[src/rtl/fpsc_pkg.sv]
package fpsc_pkg;

    localparam int CSR_W     = 32;
    localparam int N_EXC     = 5;
    localparam int RM_LSB    = 0;
    localparam int RM_W      = 2;
    localparam int FLAG_LSB  = 2;
    localparam int EN_LSB    = FLAG_LSB + N_EXC;
    localparam int CAUSE_LSB = EN_LSB + N_EXC;
    localparam int DN_BIT    = CAUSE_LSB + N_EXC + 1;

    localparam logic [RM_W-1:0] RM_ZERO = 2'b01;

    // bit order inside each five-bit field: i at bit 0 ... v at bit 4
    typedef struct packed {
        logic v;
        logic z;
        logic o;
        logic u;
        logic i;
    } exc_t;

    typedef enum logic [1:0] {
        ST_IDLE = 2'b00,
        ST_TRAP = 2'b01
    } trap_st_t;

    function automatic logic [CSR_W-1:0] defined_mask();
        logic [CSR_W-1:0] m;
        m = '0;
        for (int k = 0; k < CAUSE_LSB + N_EXC; k++) begin
            m[k] = 1'b1;
        end
        m[DN_BIT] = 1'b1;
        return m;
    endfunction

    localparam logic [CSR_W-1:0] CSR_MASK = defined_mask();

endpackage

[src/rtl/fpsc_cause_gen.sv]
module fpsc_cause_gen
    import fpsc_pkg::*;
(
    input  logic [N_EXC-1:0] exc_raw,
    input  logic             force_inexact,
    output exc_t             cause_new
);

    always_comb begin
        cause_new = exc_t'(exc_raw);
        if (force_inexact && (exc_raw == '0)) begin
            cause_new.i = 1'b1;
        end
    end

endmodule

[src/rtl/fpsc_csr_reg.sv]
module fpsc_csr_reg
    import fpsc_pkg::*;
(
    input  logic             clk,
    input  logic             rst_n,
    input  logic             sw_we,
    input  logic [CSR_W-1:0] sw_wdata,
    input  logic             op_en,
    input  exc_t             cause_new,
    output logic [CSR_W-1:0] csr_q
);

    logic [CSR_W-1:0] csr_after_op;
    logic [N_EXC-1:0] cause_vec;

    assign cause_vec = cause_new;

    always_comb begin
        csr_after_op = csr_q;
        for (int k = 0; k < N_EXC; k++) begin
            csr_after_op[CAUSE_LSB + k] = cause_vec[k];
            csr_after_op[FLAG_LSB + k]  = csr_q[FLAG_LSB + k] | cause_vec[k];
        end
    end

    always_ff @(posedge clk or negedge rst_n) begin
        if (!rst_n) begin
            csr_q <= '0;
        end else if (sw_we) begin
            csr_q <= sw_wdata & CSR_MASK;
        end else if (op_en) begin
            csr_q <= csr_after_op;
        end
    end

endmodule

[src/rtl/fpsc_trap_fsm.sv]
module fpsc_trap_fsm
    import fpsc_pkg::*;
#(
    parameter int                 CODE_W    = 12,
    parameter logic [CODE_W-1:0]  TRAP_CODE = 12'h120
) (
    input  logic              clk,
    input  logic              rst_n,
    input  logic              op_en,
    input  exc_t              cause_new,
    input  logic [N_EXC-1:0]  enables,
    output logic              trap_req,
    output logic [CODE_W-1:0] trap_code
);

    trap_st_t state_q;
    trap_st_t state_d;
    logic     hit;

    assign hit = op_en && ((N_EXC'(cause_new) & enables) != '0);

    always_comb begin
        state_d = state_q;
        unique case (state_q)
            ST_IDLE: state_d = hit ? ST_TRAP : ST_IDLE;
            ST_TRAP: state_d = hit ? ST_TRAP : ST_IDLE;
            default: state_d = ST_IDLE;
        endcase
    end

    always_ff @(posedge clk or negedge rst_n) begin
        if (!rst_n) begin
            state_q <= ST_IDLE;
        end else begin
            state_q <= state_d;
        end
    end

    always_comb begin
        trap_req  = 1'b0;
        trap_code = '0;
        unique case (state_q)
            ST_IDLE: begin
                trap_req  = 1'b0;
                trap_code = '0;
            end
            ST_TRAP: begin
                trap_req  = 1'b1;
                trap_code = TRAP_CODE;
            end
            default: begin
                trap_req  = 1'b0;
                trap_code = '0;
            end
        endcase
    end

endmodule

[src/rtl/fpsc_top.sv]
module fpsc_top
    import fpsc_pkg::*;
#(
    parameter int                 CODE_W    = 12,
    parameter logic [CODE_W-1:0]  TRAP_CODE = 12'h120
) (
    input  logic              clk,
    input  logic              rst_n,
    input  logic              op_done,
    input  logic [4:0]        exc_raw,
    input  logic              force_inexact,
    input  logic              sw_we,
    input  logic [31:0]       sw_wdata,
    output logic [31:0]       csr_q,
    output logic              rnd_toward_zero,
    output logic              flush_zero,
    output logic              trap_req,
    output logic [CODE_W-1:0] trap_code
);

    exc_t cause_new;
    logic op_en;

    // a software write in the same cycle discards the operation
    assign op_en = op_done && !sw_we;

    fpsc_cause_gen u_cause (
        .exc_raw       (exc_raw),
        .force_inexact (force_inexact),
        .cause_new     (cause_new)
    );

    fpsc_csr_reg u_reg (
        .clk       (clk),
        .rst_n     (rst_n),
        .sw_we     (sw_we),
        .sw_wdata  (sw_wdata),
        .op_en     (op_en),
        .cause_new (cause_new),
        .csr_q     (csr_q)
    );

    fpsc_trap_fsm #(
        .CODE_W    (CODE_W),
        .TRAP_CODE (TRAP_CODE)
    ) u_trap (
        .clk       (clk),
        .rst_n     (rst_n),
        .op_en     (op_en),
        .cause_new (cause_new),
        .enables   (csr_q[EN_LSB +: N_EXC]),
        .trap_req  (trap_req),
        .trap_code (trap_code)
    );

    assign rnd_toward_zero = (csr_q[RM_LSB +: RM_W] == RM_ZERO);
    assign flush_zero      = csr_q[DN_BIT];

endmodule

[config.mk]
export PLATFORM = sky130hd
export DESIGN_NAME = fpsc_top
export DESIGN_NICKNAME = d
export VERILOG_FILES = /design/src/rtl/fpsc_pkg.sv /design/src/rtl/fpsc_cause_gen.sv /design/src/rtl/fpsc_csr_reg.sv /design/src/rtl/fpsc_trap_fsm.sv /design/src/rtl/fpsc_top.sv
export SDC_FILE = /design/constraint.sdc
export NUM_CORES = 1
export LEC_CHECK = 0
export ABC_AREA = 1
export BUFFER_PORTS_ARGS = -buffer_cell sky130_fd_sc_hd__buf_2
export CAP_MARGIN = 0
export CORE_ASPECT_RATIO = 0.8
export CORE_MARGIN = 4
export CORE_UTILIZATION = 42
export CTS_BUF_LIST = sky130_fd_sc_hd__clkbuf_2 sky130_fd_sc_hd__clkbuf_4 sky130_fd_sc_hd__clkbuf_8
export DETAILED_ROUTE_END_ITERATION = 8
export PLACE_DENSITY = 0.87
export REMOVE_ABC_BUFFERS = 1
export SYNTH_ARGS = -nofsm -noshare
export SYNTH_HDL_FRONTEND = slang
export SYNTH_SLANG_ARGS = --single-unit
[constraint.sdc]
create_clock -name clk -period 1.6 [get_ports clk]
set_clock_uncertainty 0.05 [all_clocks]
set_input_delay 0.32 -clock clk [delete_from_list [all_inputs] [get_ports clk]]
set_output_delay 0.32 -clock clk [all_outputs]
set_load 0.03 [all_outputs]
==> results.json <==
{
  "outcome": "complete, no violations",
  "min_path_cells": 3,
  "maxCapViolations": 0,
  "hold_viol": 0,
  "vias": 815,
  "pwr-share-seq": 0.464,
  "antenna_found_initial": 0,
  "firstDrtPassIters": 3,
  "synthMostInstantiatedCell": "nand2_1",
  "startpoint_type": "register",
  "setup_viol": 0,
  "synthCells": 111,
  "cp_slowest_cell": "dfrtp_1",
  "clockBufferDepth": 2,
  "yosysWarnings": 0,
  "cts_root_buf": "clkbuf_4",
  "drt-initial-drc-count": 33,
  "ys_top_cells_by_count": "28 x nand2_1, 27 x buf_4, 19 x dfrtp_1",
  "h-tree-depth": 1,
  "initial_utilization": 0.4628,
  "timing.critical_path.arrival_ps": 1010,
  "p_leak_nw": 0.7129,
  "postCtsSetupBuffers": 0,
  "worstSkewPairLatency_ps": 310,
  "antennaDiodeCount": 0,
  "grt_max_degree": 20,
  "min_path_type": "in -> reg",
  "rr_worst_depth": 4,
  "grt_usage": 0.1333,
  "max_stage_delay_ps": 410,
  "rsz0062_at_grt": "false",
  "die_w_um": 63.93,
  "ys_seq_area_frac": 0.4524,
  "clk_pin_slew_worst_paths_ps": 120,
  "final_nets": 203,
  "post-dp-hpwl_mm": 1.701,
  "crit_fanout": 3,
  "viasPerCell": 4.201,
  "ys_seq_elements": 19,
  "grt_pass1_wl_mm": 3.312,
  "antenna_left": 0,
  "placed_area_um2": 1204,
  "finalCriticalPeriod_ps": 1377,
  "synthArstFlopShare": 1.000,
  "rows": 15,
  "grt_pass1_vias": 791,
  "combPwrFrac": 0.324,
  "multi_input_area_um2": 401.6,
  "cts_tree": "done",
  "finalWirelength_mm": 2.078,
  "final.setup.tns_ps": 0,
  "place_congestion": 0.6894,
  "cts_buffers": 3,
  "die_y_um": 52.74,
  "finalCritPeriodShare": 0.8609,
  "io_pins": 89,
  "endpoint_kind": "output pin",
  "switchingPower_w": 0.0004619,
  "synth_top_area_cell": "dfrtp_1",
  "synth-edff-count": 0,
  "die_area_um2": 3372,
  "drive_above_1_share": 0.3938,
  "portBuffers": 50,
  "avgSynthCellArea_um2": 9.469,
  "synth_top_area_share": 0.4524,
  "cts_sinks": 19,
  "area_growth_pct": 18.33,
  "worstPathRequired_ps": 1230,
  "worstPathCellList": "nor2_1, buf_2",
  "yosysUniqueCellTypes": 17,
  "path_class": "reg -> out",
  "p_int_w": 0.0007331,
  "drc_errors": 0,
  "synth_area_leaders": "dfrtp_1 45%, buf_4 19%, nand2_1 10%",
  "synth_flop_cell": "dfrtp_1",
  "p_per_area_nw_per_um2": 960.9,
  "finalMaxSlewViolations": 0,
  "core_area_um2": 2271,
  "syn_area_um2": 1051,
  "p_clk_frac": 0.211,
  "fillers": 224,
  "swShare": 0.3865,
  "grt_overflow_total": 0,
  "seq_area_um2": 475.5,
  "fmax_mhz": 726.0,
  "ir_worst_vdd_v": 0.0006644,
  "wl_per_cell_um": 10.71,
  "fin_area_um2": 1244
}
[through the flow]
step                      hold WS (ps)  power [W]  instances  setup slack, ps  utilization
after floorplan                 -25.59  0.0008250        104            242.7            -
after global placement           223.6  0.0009477        189            358.8       0.5300
after detailed placement         228.4  0.0009538        189            359.1       0.5300
after CTS                        153.6   0.001216        194            199.9       0.5477
after global routing             157.7   0.001262        194            123.1       0.5477
final                            164.3   0.001195        194            222.5       0.5477
[sequential cells by signal, indices dropped and copies added, names as in the netlist]
| register | cells |
|---|---|
| u_reg.csr_q | 18 |
| u_trap.state_q | 1 |
[metal layers]
| metal | wire length (um) | track usage | share of wire |
|---|---|---|---|
| met5 | 0 | 0 | 0 |
| met4 | 23 | 0.05376 | 0.011 |
| met3 | 292 | 0.07082 | 0.14 |
| met2 | 955 | 0.2316 | 0.46 |
| met1 | 808 | 0.1353 | 0.39 |
[cell families (layout without fill, tap and decap cells)]
family,after synthesis,after routing,share of synthesized area
and+or+nand+nor,41,41,0.1643
muxes,8,8,0.09881
buffers and inverters,37,63,0.2476
other,1,24,0.003568
DFF,19,19,0.4524
AOI/OAI and AO/OA,5,5,0.03333
[what timing repair did]
action / in CTS / in global routing
hold endpoints to repair: 19 / 0
resized for setup: 0 / 0
hold buffers: 1 / 0
[cell type report]
cell class,instances,share of cell area
multi-input cells,78,0.3229
repair buffers,52,0.2153
clock buffers,3,0.01811
inverters,7,0.02113
clock inverters,1,0.006036
flip-flops and latches,19,0.3823
well taps,34,0.03421
[layout by cell type (no fill, tap or decap)]
cell           count
buf_2             50
buf_4              1
clkbuf_4           3
clkinvlp_4         1
conb_1            24
dfrtp_1           19
dlygate4sd3_1      1
inv_1              7
mux2_2             3
mux2_4             4
mux2i_1            1
nand2_1           28
nand3_1            7
nand4_1            1
nor2_1             4
nor2_4             1
o211ai_1           4
o21ai_0            1
[power by group through the flow]
| stage | registers, W | logic, W | clock network (W) |
|---|---|---|---|
| final | 0.000555 | 0.000388 | 0.000253 |
| after global routing | 0.000563 | 0.000419 | 0.000280 |
| after CTS | 0.000556 | 0.000392 | 0.000268 |
| after detailed placement | 0.000565 | 0.000389 | 0 |
| after global placement | 0.000563 | 0.000385 | 0 |
| after floorplan | 0.000676 | 0.000149 | 0 |
[final timing paths]
kind                       slack [ps]             from                end
max                               220   u_reg.csr_q[1]    rnd_toward_zero
min                               160      sw_wdata[0]     u_reg.csr_q[0]
max reg2reg                       760   u_reg.csr_q[9]  u_trap.state_q[0]
min reg2reg                       450  u_reg.csr_q[14]    u_reg.csr_q[14]
max in group asynchronous         800            rst_n     u_reg.csr_q[3]
min in group asynchronous         400            rst_n     u_reg.csr_q[0]
[critical path: cells and delay by family, from the launching register on]
family | cells | cell delay (ps)
DFF | 1 | 410
and+or+nand+nor | 1 | 100
buffers and inverters | 1 | 190
Note: power is estimated with default switching activity, not from simulation.
